==> config.mk <==
export PLATFORM = sky130hd
export DESIGN_NAME = ccr_unit
export DESIGN_NICKNAME = d
export VERILOG_FILES = /design/src/rtl/ccr_pkg.sv /design/src/rtl/ccr_ctrl.sv /design/src/rtl/ccr_dpath.sv /design/src/rtl/ccr_unit.sv
export SDC_FILE = /design/constraint.sdc
export NUM_CORES = 1
export LEC_CHECK = 0
export BUFFER_PORTS_ARGS = -buffer_cell sky130_fd_sc_hd__buf_2
export CORE_ASPECT_RATIO = 0.9
export CORE_UTILIZATION = 30
export CTS_CLUSTER_DIAMETER = 30
export CTS_CLUSTER_SIZE = 14
export DETAILED_ROUTE_END_ITERATION = 7
export PLACE_DENSITY = 0.78
export SYNTH_ARGS = -nofsm -noshare
export SYNTH_HDL_FRONTEND = slang
export SYNTH_SLANG_ARGS = --single-unit
==> constraint.sdc <==
create_clock -name clk -period 1.2 [get_ports clk]
set_input_delay 0.12 -clock clk [delete_from_list [all_inputs] [get_ports clk]]
set_output_delay 0.12 -clock clk [all_outputs]
set_load 0.1 [all_outputs]
==> src/rtl/ccr_pkg.sv <==
package ccr_pkg;

  localparam int FLAG_W = 8;
  localparam int C_BIT  = 0;
  localparam int V_BIT  = 1;
  localparam int Z_BIT  = 2;
  localparam int N_BIT  = 3;
  localparam int I_BIT  = 4;
  localparam int H_BIT  = 5;

  localparam logic [FLAG_W-1:0] RESET_FLAGS = FLAG_W'(1) << I_BIT;

  typedef enum logic [2:0] {
    OP_NONE  = 3'd0,
    OP_ADD   = 3'd1,
    OP_SUB   = 3'd2,
    OP_LOGIC = 3'd3,
    OP_IDX   = 3'd4,
    OP_SHIFT = 3'd5
  } opClass_e;

  // control-to-datapath strobes
  typedef struct packed {
    logic wrC;
    logic wrV;
    logic clrV;
    logic wrZ;
    logic wrN;
    logic wrH;
    logic setI;
    logic clrI;
    logic loadAll;
  } flagStrobe_t;

endpackage

==> src/rtl/ccr_ctrl.sv <==
module ccr_ctrl
  import ccr_pkg::*;
(
  input  logic        clk,
  input  logic        rstN,
  input  logic        opValid,
  input  logic [2:0]  opClass,
  input  logic        maskSet,
  input  logic        maskClr,
  input  logic        stackDone,
  input  logic        restoreValid,
  input  logic        irqPending,
  input  logic        instrBoundary,
  input  logic        maskBit,
  output flagStrobe_t strobe,
  output logic        irqAccept
);

  always_comb begin
    strobe = '0;
    if (opValid) begin
      case (opClass_e'(opClass))
        OP_ADD: begin
          strobe.wrH = 1'b1;
          strobe.wrN = 1'b1;
          strobe.wrZ = 1'b1;
          strobe.wrV = 1'b1;
          strobe.wrC = 1'b1;
        end
        OP_SUB, OP_SHIFT: begin
          strobe.wrN = 1'b1;
          strobe.wrZ = 1'b1;
          strobe.wrV = 1'b1;
          strobe.wrC = 1'b1;
        end
        OP_LOGIC: begin
          strobe.wrN  = 1'b1;
          strobe.wrZ  = 1'b1;
          strobe.clrV = 1'b1;
        end
        OP_IDX:  strobe.wrZ = 1'b1;
        default: ;
      endcase
    end
    // set has priority over clear; restore overrides all in the datapath
    strobe.setI    = maskSet | stackDone;
    strobe.clrI    = maskClr & ~strobe.setI;
    strobe.loadAll = restoreValid;
  end

  assign irqAccept = irqPending & instrBoundary & ~maskBit;

  // interrupt entry leaves the mask set
  p_entry_sets_mask_r10: assert property (@(posedge clk) disable iff (!rstN)
    (stackDone && !restoreValid) |=> maskBit);

endmodule

==> src/rtl/ccr_dpath.sv <==
module ccr_dpath
  import ccr_pkg::*;
#(
  parameter int DATA_W   = 16,
  parameter int NARROW_W = 8
) (
  input  logic              clk,
  input  logic              rstN,
  input  flagStrobe_t       strobe,
  input  logic              wideOp,
  input  logic [DATA_W-1:0] result,
  input  logic              carryIn,
  input  logic              ovfIn,
  input  logic              halfIn,
  input  logic [FLAG_W-1:0] restoreValue,
  output logic [FLAG_W-1:0] flagsQ
);

  localparam int WIDE_MSB   = DATA_W - 1;
  localparam int NARROW_MSB = NARROW_W - 1;

  logic              zeroDet;
  logic              negDet;
  logic [FLAG_W-1:0] flagsD;

  assign zeroDet = wideOp ? (result == '0) : (result[NARROW_MSB:0] == '0);
  assign negDet  = wideOp ? result[WIDE_MSB] : result[NARROW_MSB];

  always_comb begin
    flagsD = flagsQ;
    if (strobe.wrC)  flagsD[C_BIT] = carryIn;
    if (strobe.wrV)  flagsD[V_BIT] = ovfIn;
    if (strobe.clrV) flagsD[V_BIT] = 1'b0;
    if (strobe.wrZ)  flagsD[Z_BIT] = zeroDet;
    if (strobe.wrN)  flagsD[N_BIT] = negDet;
    if (strobe.wrH)  flagsD[H_BIT] = halfIn;
    if (strobe.setI)      flagsD[I_BIT] = 1'b1;
    else if (strobe.clrI) flagsD[I_BIT] = 1'b0;
    if (strobe.loadAll) flagsD = restoreValue;
  end

  always_ff @(posedge clk) begin
    if (!rstN) flagsQ <= RESET_FLAGS;
    else       flagsQ <= flagsD;
  end

  // mask falls only after a clear or restore strobe
  p_mask_fall_cause_r11: assert property (@(posedge clk) disable iff (!rstN)
    $fell(flagsQ[I_BIT]) |-> $past(strobe.clrI || strobe.loadAll));

  // restore lands the saved byte exactly
  p_restore_exact_r12: assert property (@(posedge clk) disable iff (!rstN)
    strobe.loadAll |=> (flagsQ == $past(restoreValue)));

endmodule

==> src/rtl/ccr_unit.sv <==
module ccr_unit
  import ccr_pkg::*;
#(
  parameter int DATA_W   = 16,
  parameter int NARROW_W = 8
) (
  input  logic              clk,
  input  logic              rstN,
  input  logic              opValid,
  input  logic [2:0]        opClass,
  input  logic              wideOp,
  input  logic [DATA_W-1:0] aluResult,
  input  logic              aluCarry,
  input  logic              aluOvf,
  input  logic              aluHalf,
  input  logic              maskSet,
  input  logic              maskClr,
  input  logic              stackDone,
  input  logic              restoreValid,
  input  logic [7:0]        restoreValue,
  input  logic              irqPending,
  input  logic              instrBoundary,
  output logic              irqAccept,
  output logic [7:0]        flags
);

  localparam logic [FLAG_W-1:0] IDX_FREE = (FLAG_W'(1) << Z_BIT) | (FLAG_W'(1) << I_BIT);

  flagStrobe_t strobe;

  ccr_ctrl u_ctrl (
    .clk          (clk),
    .rstN         (rstN),
    .opValid      (opValid),
    .opClass      (opClass),
    .maskSet      (maskSet),
    .maskClr      (maskClr),
    .stackDone    (stackDone),
    .restoreValid (restoreValid),
    .irqPending   (irqPending),
    .instrBoundary(instrBoundary),
    .maskBit      (flags[I_BIT]),
    .strobe       (strobe),
    .irqAccept    (irqAccept)
  );

  ccr_dpath #(.DATA_W(DATA_W), .NARROW_W(NARROW_W)) u_dpath (
    .clk          (clk),
    .rstN         (rstN),
    .strobe       (strobe),
    .wideOp       (wideOp),
    .result       (aluResult),
    .carryIn      (aluCarry),
    .ovfIn        (aluOvf),
    .halfIn       (aluHalf),
    .restoreValue (restoreValue),
    .flagsQ       (flags)
  );

  // index ops change nothing but Z (mask strobes may act alongside)
  p_idx_only_z_r7: assert property (@(posedge clk) disable iff (!rstN)
    (opValid && opClass == OP_IDX && !restoreValid) |=>
      (((flags ^ $past(flags)) & ~IDX_FREE) == '0));

  // classes other than add hold H
  p_h_hold_r5: assert property (@(posedge clk) disable iff (!rstN)
    (opClass != OP_ADD && !restoreValid) |=> $stable(flags[H_BIT]));

endmodule

# [After elaboration in Yosys (flattened, before gate mapping)]
# Cells that the tools add are included.
[totals] out_inout_bits=9 in_bits=40 word_cells=46 ff_bits=8
[op_classes] n_reduce_logical=11 eq_ne=5 bitwise_logic=6 muxes=17
[op_table] operator="16-bit logical NOT" n=1
[op_table] operator="1-bit 2-to-1 mux" n=14
[op_table] operator="6-bit 2-to-1 mux" n=2
[op_table] operator="8-bit logical NOT" n=1
[op_table] operator="2-bit nonzero test" n=4
[op_table] operator="3-bit by 2-bit equality test with 1-bit output, second input constant" n=2
[op_table] operator="3-bit equality test, second input constant" n=2
[op_table] operator="3-bit nonzero test" n=2
[op_table] operator="5-bit OR reduction" n=1
[op_table] operator="4-bit OR reduction" n=1
[op_table] operator="1-bit bitwise AND" n=3
[op_table] operator="3-bit by 1-bit equality test with 1-bit output, second input constant" n=1
[op_table] operator="3-bit OR reduction" n=1
[op_table] operator="2-bit 2-to-1 mux" n=1
[op_table] operator="1-bit NOT" n=2
[op_table] operator="1-bit bitwise OR" n=1

# [Logic depth before layout (Yosys ltp)]
# Gate-level depths: netlist of the first run.
[depth] word_depth=7 mapped_depth=5 mapped_depth_nobuf=4

# [By module]
# From an unflattened synthesis of the first run, not the netlist that was laid out.
[hier_totals] cells_unflattened=60 hier_area_um2=496.7
[by_module_without_submodules] module="ccr_dpath" n_inst=1 seq_area_each_um2=160.2 cells_each=44 area_per_inst_um2=392.9
[by_module_without_submodules] module="ccr_ctrl" n_inst=1 seq_area_each_um2=0.0 cells_each=16 area_per_inst_um2=103.8

# [Least setup slack after synthesis of the first run]
# Ideal clock, no wire load.
[synth_timing] kind="register to output" from="reg u_dpath.flagsQ[4]" to="out irqAccept" path_buffers=0 required_ns=1.080 t_arrival_ns=1.562 stages_incl_launch_ff=2 setup_slack_ns=-0.482 cell_sequence="dfxtp_1 -> nor2_1"
[synth_between] elab_chain_cells=2
[synth_lines] element="start, declared" line="ccr_dpath.sv:16" text="output logic [FLAG_W-1:0] flagsQ"
[synth_lines] element="start signal, assigned" line="ccr_dpath.sv:44" text="else flagsQ <= flagsD;"
[synth_lines] element="1-bit NOT" line="ccr_ctrl.sv:51" text="assign irqAccept = irqPending & instrBoundary & ~maskBit;"
[synth_lines] element="1-bit bitwise AND" line="ccr_ctrl.sv:51"
[synth_lines] element="end, declared" line="ccr_unit.sv:23" text="output logic irqAccept,"
# Every way passes these cells.

# [Final worst setup path of the first run]
[layout_timing] from="reg u_dpath.flagsQ[1]" to="out flags[1]"
[layout_rtl] element="end, declared" line="ccr_unit.sv:24" text="output logic [7:0] flags"
# No word-level cell between the ends.

==> flow_summary.yaml, run 1 <==
sta:
  drv_slew: 0
  setup_viol: 0
  fin_tns_setup_ns: 0
  timing.slew.headroom: 0.674
  fmax_mhz: 877
  whs_ns: 0.0964
  hold_viol_final: 0
  fin_worst_skew_ns: 0
  worst_pin_slew_ns: 0.492
  final.period_utilization: 0.950
  rsz0062_at_grt: "no"
  period_minus_slack_ns: 1.14
  worst_slack_ns: 0.0595
min_path:
  hold_path.class: "in2reg"
critical_path:
  setup.worst_path.end: "flags[1]"
  ff2ff_path_depth: 4
  critPathKind: "reg2out"
  crit_fanout: 3
  cp.buffers_inverters: 1
  worstPathCellList: "buf_2"
  path_delay_family: "buffers and inverters"
  max_stage_delay_ns: 0.42
  cpMaxStageDelayCell: "buf_2"
  rrSetupSlack_ns: 0.12
  reg2reg_to: "u_dpath.flagsQ[0]$_SDFFE_PN0P_"
  startpoint_type: "flip-flop"
  cp-startpoint: "u_dpath.flagsQ[1]$_SDFFE_PN0P_"
  crit_required_ns: 1.08
  crit_arrival_ns: 1.02
  reg2reg_from: "u_dpath.flagsQ[0]$_SDFFE_PN0P_"
  endpoint_kind: "output port"
  critical_path_depth: 1
finish:
  max_flop_register: "u_dpath.flagsQ"
  largest_register_ffs: 8
  diodes: 0
  synthToLayoutAreaGrowth_pct: 63.0
  nets: 153
  stdcell_count: 136
  n_fill_cell: 173
  postLayoutCellArea_um2: 877
  reg_top3: "u_dpath.flagsQ x8"
  drive_above_1_share: 0.571
global_routing:
  grt_max_degree: 11
  grt_pass1_wl_um: 2230
  antenna_found_initial: 0
  gr-total-overflow: 0
  grt_pass1_vias: 585
  track_usage: 0.156
routing:
  wl_met3_um: 113
  antenna_left: 0
  drc: 0
  dr.first_iter.drc_count: 7
  wl_met2_um: 728
  via_per_inst: 4.72
  wl_um: 1480
  wl_met1_um: 638
  drt_pass1_iterations: 4
  num_vias: 642
  wl_per_cell_um: 10.9
  top_layer: "met3"
pwr:
  leakagePower_uw: 0.000432
  ir_worst_vdd_mv: 0.588
  powerDensity_nw_per_um2: 982
yosys:
  syn_nets: 103
  yosysTopAreaCellShare: 0.298
  async_reset_ff_frac: 0
  synth_ff_type: "dfxtp_1"
  synth.distinct_cells: 33
  synth_edf_count: 0
  syn_inst: 63
  yosysSeqAreaShare: 0.298
  netlist_top_cells_area: "dfxtp_1, mux2i_1, a2111oi_4, nor2b_1, nand2_1"
  yosys_warnings: 0
  synth_top_cell_by_area: "dfxtp_1"
  syn-cell-area_um2: 538
  synth-seq-cells: 8
  synth_most_common_cell: "dfxtp_1"
  synth_commonest_cells: "dfxtp_1, nand2_1, mux2i_1, nor2_1, nor2b_1"
  syn_area_per_cell_um2: 8.54
clocking:
  post_cts_resized: 0
  cts.sinks: 8
  cts_tree: "built"
  post_cts_buffers: 0
  cts_root_buffer: "clkbuf_4"
  numCtsBuffers: 3
  clk_latency_ns: 0.26
  clk_pin_slew_ns: 0.07
  cts_max_path_buffers: 2
  htreeDepth: 1
  cts_hold_buf: 0
run:
  maxCapViolCount: 0
floorplanning:
  initial_core_util: 0.320
  top_level_ports: 49
  fp.dieH_um: 42.2
  dieArea_um2: 1970
  num_rows: 14
  die_width_um: 46.6
  core_area_um2: 1680
placed_design:
  place_ws_ns: -0.0546
  io_buffers: 48
  postPlaceCellArea_um2: 851
  placed_cells: 132
  hpwl_um: 1200
  finalWeightedCongestion: 0.678
run_status:
  status: "completed"
[routing by layer]
metal  up-vias  global-route usage
met5         -                   0
met4         0              0.0514
met3         0              0.0388
met2        27               0.281
met1       281               0.171
li1        334                   -
[power breakdown]
part           switching, uW  internal (uW)
registers               13.0            286
clock network           99.2            127
logic                    216            119
[final cells by class]
cell class | instances | area, um^2 | share of cell area
tap | 24 | 30.0 | 0.0342
inverter | 1 | 3.75 | 0.00428
timing repair buffer | 50 | 300 | 0.342
multi-input combinational | 49 | 345 | 0.394
clock buffer | 4 | 26.3 | 0.0300
sequential | 8 | 171 | 0.195
[cells in the final DEF, fill, tap and decap left out, drive strengths merged, types with 2 or more instances in the layout]
| cell type | Yosys | routed |
|---|---|---|
| dfxtp | 8 | 8 |
| o21ai | 5 | 5 |
| nand2 | 6 | 6 |
| clkbuf | 2 | 4 |
| buf | 3 | 50 |
| nand3 | 2 | 2 |
| nor4 | 3 | 3 |
| mux2i | 4 | 4 |
| nor2b | 4 | 4 |
| a21oi | 3 | 3 |
| nor2 | 4 | 4 |
[metrics by stage]
stage	total power (uW)	utilization
floorplan	524	-
global placement	634	0.506
detailed placement	640	0.506
CTS	864	0.522
global route	899	0.522
finish	861	0.522
[how the worst min path moves through the flow]
stage,startpoint,endpoint,slack (ns),cells past startpoint
detailed placement,restoreValue[5],u_dpath.flagsQ[5]$_SDFFE_PN0P_,0.35,2
finish,restoreValue[3],u_dpath.flagsQ[3]$_SDFFE_PN0P_,0.1,3
global placement,restoreValue[5],u_dpath.flagsQ[5]$_SDFFE_PN0P_,0.34,2
floorplan,restoreValue[0],u_dpath.flagsQ[0]$_SDFFE_PN0P_,0.25,2
global route,restoreValue[4],u_dpath.flagsQ[4]$_SDFFE_PN1P_,0.11,3
CTS,restoreValue[3],u_dpath.flagsQ[3]$_SDFFE_PN0P_,0.1,3
[logic make-up after synthesis]
kind of cell           synth area share
AND/OR/NAND/NOR                   0.279
AO/OA/AOI/OAI                     0.263
multiplexers                     0.0954
buffers and inverters            0.0651
flip-flops                        0.298
(Power assumes the default switching activity.)
==> run 2: changes to the inputs <==
CORE_UTILIZATION = 32   (was 30)
PLACE_DENSITY = 0.81   (was 0.78)
==> run 2 against run 1 <==
  * Maximum frequency hardly changed
  * Sequential power barely moved
  * Cell area stayed put
  * Flip-flop and latch count is the same
  * Final cell count shrank 1.5%
  * Power grew 0.37%
  * Critical endpoint is now flags[2]
  * Largest cell class unchanged
==> flow_summary.yaml, run 2 (same netlist as run 1, synthesis figures left out) <==
run_status:
  status: "completed"
finish:
  nets: 153
  register_area_um2: 171
  max_flop_register: "u_dpath.flagsQ"
  mostFrequentLayoutCells: "buf_2, nand2_1, dfxtp_2"
  largest_register_ffs: 8
  final_core_util: 0.580
  final_common_cell: "buf_2"
  diodes: 0
  drive_above_1_share: 0.571
  synthToLayoutAreaGrowth_pct: 63.0
  reg_top3: "u_dpath.flagsQ x8"
  multi_input_area_um2: 345
  n_fill_cell: 146
global_routing:
  track_usage: 0.164
  grt_max_degree: 11
  gr-total-overflow: 0
  grt_pass1_wl_um: 2020
  antenna_found_initial: 0
  grt_pass1_vias: 531
critical_path:
  rrSetupSlack_ns: 0.19
  critPathKind: "reg2out"
  ff2ff_path_depth: 4
  cpMaxStageDelayCell: "buf_2"
  cp.buffers_inverters: 1
  reg2reg_to: "u_dpath.flagsQ[0]$_SDFFE_PN0P_"
  crit_required_ns: 1.08
  crit_fanout: 2
  reg2reg_from: "u_dpath.flagsQ[0]$_SDFFE_PN0P_"
  worstPathCellList: "buf_2"
  max_stage_delay_ns: 0.42
  endpoint_kind: "output port"
  path_delay_family: "buffers and inverters"
  crit_arrival_ns: 1.02
  startpoint_type: "flip-flop"
routing:
  drt_pass1_iterations: 4
  wl_met2_um: 714
  via_per_inst: 4.95
  wl_um: 1460
  wl_met3_um: 140
  num_vias: 663
  top_layer: "met4"
  dr.first_iter.drc_count: 5
  wl_met1_um: 580
  drc: 0
  antenna_left: 0
  wl_per_cell_um: 10.9
clocking:
  cts_max_path_buffers: 2
  cts_root_buffer: "clkbuf_4"
  cts_tree: "built"
  cts.sinks: 8
  numCtsBuffers: 3
  clk_pin_slew_ns: 0.07
  clk_latency_ns: 0.27
  htreeDepth: 1
floorplanning:
  die_width_um: 45.2
  fp.dieH_um: 40.9
  dieArea_um2: 1850
  num_rows: 13
  top_level_ports: 49
  core_area_um2: 1510
  initial_core_util: 0.356
min_path:
  hold_depth: 3
  hold_path.class: "in2reg"
  min_to: "u_dpath.flagsQ[4]$_SDFFE_PN1P_"
  min-delay-start: "restoreValue[4]"
sta:
  worst_pin_slew_ns: 0.491
  fmax_mhz: 877
  hold_viol_final: 0
  fin_worst_skew_ns: 0
  setup_viol: 0
  final.period_utilization: 0.950
  drv_slew: 0
  timing.slew.headroom: 0.675
  period_minus_slack_ns: 1.14
  rsz0062_at_grt: "no"
placed_design:
  hpwl_um: 1210
  io_buffers: 48
  finalWeightedCongestion: 0.705
pwr:
  powerDensity_nw_per_um2: 985
  p_total_uw: 864
  leakagePower_uw: 0.000432
  ir_worst_vdd_mv: 0.629
run:
  maxCapViolCount: 0
==> run 2: changes by cell type in the layout (fill, tap and decap cells not counted), sizes merged <==
cell | previous run | this run
buf | 50 | 49
clkbuf | 4 | 5
==> run 2: area by class of cell <==
cell class / instances / area share
flip-flops and latches: 8 / 0.195
inverters: 1 / 0.00428
multi-input cells: 49 / 0.394
repair buffers: 50 / 0.345
clock buffers: 4 / 0.0300
well taps: 22 / 0.0314
==> run 2: worst min-delay path, stage by stage <==
cell	delay, ns
buf_2	0.08
nand2_1	0.04
o211ai_1	0.07
==> run 2: metrics by stage <==
step                      hold WS (ns)  worst slack [ns]  cells  cell area (um^2)  setup TNS, ns
after floorplan                  0.255           -0.0294     63               552        -0.0294
after global placement           0.344           -0.0305    130               848        -0.0305
after detailed placement         0.356           -0.0806    130               848        -0.0806
after CTS                       0.0743            0.0362    134               875              0
after global routing            0.0959            0.0202    134               877              0
final                           0.0791            0.0600    134               877              0
==> run 2: layer usage <==
layer,up-vias,GRT usage
li1,334,-
met1,287,0.159
met2,36,0.312
met3,6,0.0573
met4,0,0.0909
met5,-,0
==> run 2: repair_timing <==
action	CTS	global route
hold buffers	0	0
buffers inserted	0	0
gates resized for setup	0	1
setup endpoints to repair	0	1
==> run 2: how the worst max path moves through the flow <==
stage | startpoint | slack [ns] | to | depth (start not counted)
global route | u_dpath.flagsQ[2]$_SDFFE_PN0P_ | 0.02 | flags[2] | 1
floorplan | u_dpath.flagsQ[4]$_SDFFE_PN1P_ | -0.03 | irqAccept | 1
CTS | u_dpath.flagsQ[1]$_SDFFE_PN0P_ | 0.04 | flags[1] | 1
global placement | aluResult[3] | -0.03 | u_dpath.flagsQ[2]$_SDFFE_PN0P_ | 4
finish | u_dpath.flagsQ[2]$_SDFFE_PN0P_ | 0.06 | flags[2] | 1
detailed placement | aluResult[3] | -0.08 | u_dpath.flagsQ[2]$_SDFFE_PN0P_ | 4
==> run 2: power by group <==
part	switching, uW	leakage [uW]	internal, uW
logic	214	0.000348	121
registers	12.9	0.0000689	286
clock network	103	0.0000150	128
total	330	0.000432	535
==> run 3: changes to the inputs <==
ABC_AREA = 1   (was default)
CORE_MARGIN = 3   (was default)
CTS_BUF_LIST = sky130_fd_sc_hd__clkbuf_4 sky130_fd_sc_hd__clkbuf_8 sky130_fd_sc_hd__clkbuf_16   (was default)
==> run 3 against run 2 <==
  * Sequential share of layout area fell by 0.12 points
  * Utilization fell by 1.7 points
  * Area after synthesis rose by 3.5%
  * Largest power group unchanged
==> flow_summary.yaml, run 3 <==
clocking:
  cts_tree: "built"
  cts_root_buffer: "clkbuf_4"
  post_cts_buffers: 0
  numCtsBuffers: 3
  cts_hold_buf: 0
  htreeDepth: 1
  cts_max_path_buffers: 2
  cts.sinks: 8
  post_cts_resized: 0
  clk_pin_slew_ns: 0.05
  clk_latency_ns: 0.24
run:
  maxCapViolCount: 0
sta:
  hold_viol_final: 0
  fmax_mhz: 900
  period_minus_slack_ns: 1.11
  final.period_utilization: 0.926
  setup_viol: 0
  timing.slew.headroom: 0.677
  worst_slack_ns: 0.0884
  fin_tns_setup_ns: 0
  fin_worst_skew_ns: 0
  rsz0062_at_grt: "no"
  drv_slew: 0
  worst_pin_slew_ns: 0.488
critical_path:
  crit_arrival_ns: 0.99
  critPathKind: "reg2out"
  crit_required_ns: 1.08
  crit_fanout: 2
  startpoint_type: "flip-flop"
  cp.buffers_inverters: 1
  endpoint_kind: "output port"
  worstPathCellList: "buf_2"
  path_delay_family: "buffers and inverters"
  cpMaxStageDelayCell: "buf_2"
  max_stage_delay_ns: 0.42
floorplanning:
  dieArea_um2: 2280
  fp.dieH_um: 45.6
  core_area_um2: 1550
  initial_core_util: 0.360
  die_width_um: 50.0
  top_level_ports: 49
  num_rows: 13
global_routing:
  grt_max_degree: 14
  track_usage: 0.167
  grt_pass1_vias: 729
  gr-total-overflow: 0
  antenna_found_initial: 0
  grt_pass1_wl_um: 2860
run_status:
  status: "completed"
yosys:
  synth_ff_type: "dfxtp_1"
  syn_inst: 96
  yosysSeqAreaShare: 0.288
  synth_edf_count: 0
  syn-cell-area_um2: 557
  async_reset_ff_frac: 0
  synth_most_common_cell: "nand2_1"
  syn_area_per_cell_um2: 5.80
  netlist_top_cells_area: "dfxtp_1, nand2_1, nor2_1, inv_1, nand3_1"
  yosys_warnings: 0
  yosysTopAreaCellShare: 0.288
  synth_commonest_cells: "nand2_1, nor2_1, inv_1, dfxtp_1"
  syn_nets: 136
  synth_top_cell_by_area: "dfxtp_1"
  synth.distinct_cells: 18
  synth-seq-cells: 8
routing:
  drc: 0
  antenna_left: 0
  via_per_inst: 4.44
  drt_pass1_iterations: 4
  dr.first_iter.drc_count: 8
  wl_um: 1710
  num_vias: 741
  wl_per_cell_um: 10.3
pwr:
  p_comb_frac: 0.419
  pwr-share-seq: 0.351
  switching_power_uw: 349
  p_sw_frac: 0.405
  intPower_uw: 512
  ir_worst_vdd_mv: 0.713
  leakagePower_uw: 0.000503
  powerDensity_nw_per_um2: 990
  p_clk_frac: 0.231
finish:
  mostFrequentLayoutCells: "buf_2, nand2_1, nor2_1"
  synthToLayoutAreaGrowth_pct: 56.2
  n_fill_cell: 165
  nets: 187
  max_flop_register: "u_dpath.flagsQ"
  reg_top3: "u_dpath.flagsQ x8"
  drive_above_1_share: 0.448
  final_common_cell: "buf_2"
  final_core_util: 0.563
  diodes: 0
  postLayoutCellArea_um2: 870
  stdcell_count: 167
  largest_register_ffs: 8
placed_design:
  postPlaceCellArea_um2: 847
  place_ws_ns: 0.261
  hpwl_um: 1510
  placed_cells: 164
  io_buffers: 48
  finalWeightedCongestion: 0.757
min_path:
  hold_path.class: "in2reg"
==> run 3: kinds of logic (layout without fill, tap and decap cells) <==
group                  Yosys count  after routing  synth area share
and+or+nand+nor                 61             61             0.470
buffers and inverters           15             64             0.121
AOI/OAI and AO/OA               12             12             0.121
DFF                              8              8             0.288
==> run 3: worst reg2reg max path, stage by stage (launching register included) <==
cell and delay (ns):
dfxtp_1 0.35, inv_1 0.07, nor2_1 0.04, o31ai_1 0.20
nand2_1 0.07
==> run 3: final cells by class <==
class	instances	area (um^2)	area share
clock buffers	3	22.5	0.0259
inverters	13	48.8	0.0561
multi-input cells	73	332	0.381
well taps	22	27.5	0.0317
flip-flops and latches	8	169	0.194
repair buffers	48	270	0.311
==> run 3: final timing paths <==
check | from | endpoint | slack, ns | cells past startpoint
worst min register to register | u_dpath.flagsQ[5]$_SDFFE_PN0P_ | u_dpath.flagsQ[5]$_SDFFE_PN0P_ | 0.47 | 2
worst max register to register | u_dpath.flagsQ[4]$_SDFFE_PN1P_ | u_dpath.flagsQ[4]$_SDFFE_PN1P_ | 0.36 | 4
worst min-delay path | restoreValue[4] | u_dpath.flagsQ[4]$_SDFFE_PN1P_ | 0.08 | 3
worst max-delay path | u_dpath.flagsQ[2]$_SDFFE_PN0P_ | flags[2] | 0.09 | 1
==> run 3: layer usage <==
metal	routed length, um	global-route usage	part of all wire	up-vias
met5	0	0	0	-
met4	0	0.0331	0	0
met3	119	0.0656	0.070	0
met2	904	0.322	0.53	26
met1	688	0.174	0.40	315
li1	-	-	-	400
==> run 3: power by group through the flow <==
stage	combinational, uW	clock (uW)	sequential [uW]
floorplan	116	0	438
CTS	361	211	302
global route	388	229	305
global placement	353	0	307
detailed placement	360	0	308
finish	360	199	302
==> run 3: per-stage QoR <==
stage,total power [uW],hold slack [ns]
final,861,0.0813
after global routing,923,0.0818
after CTS,874,0.0723
after detailed placement,668,0.332
after floorplan,553,0.227
after global placement,660,0.338
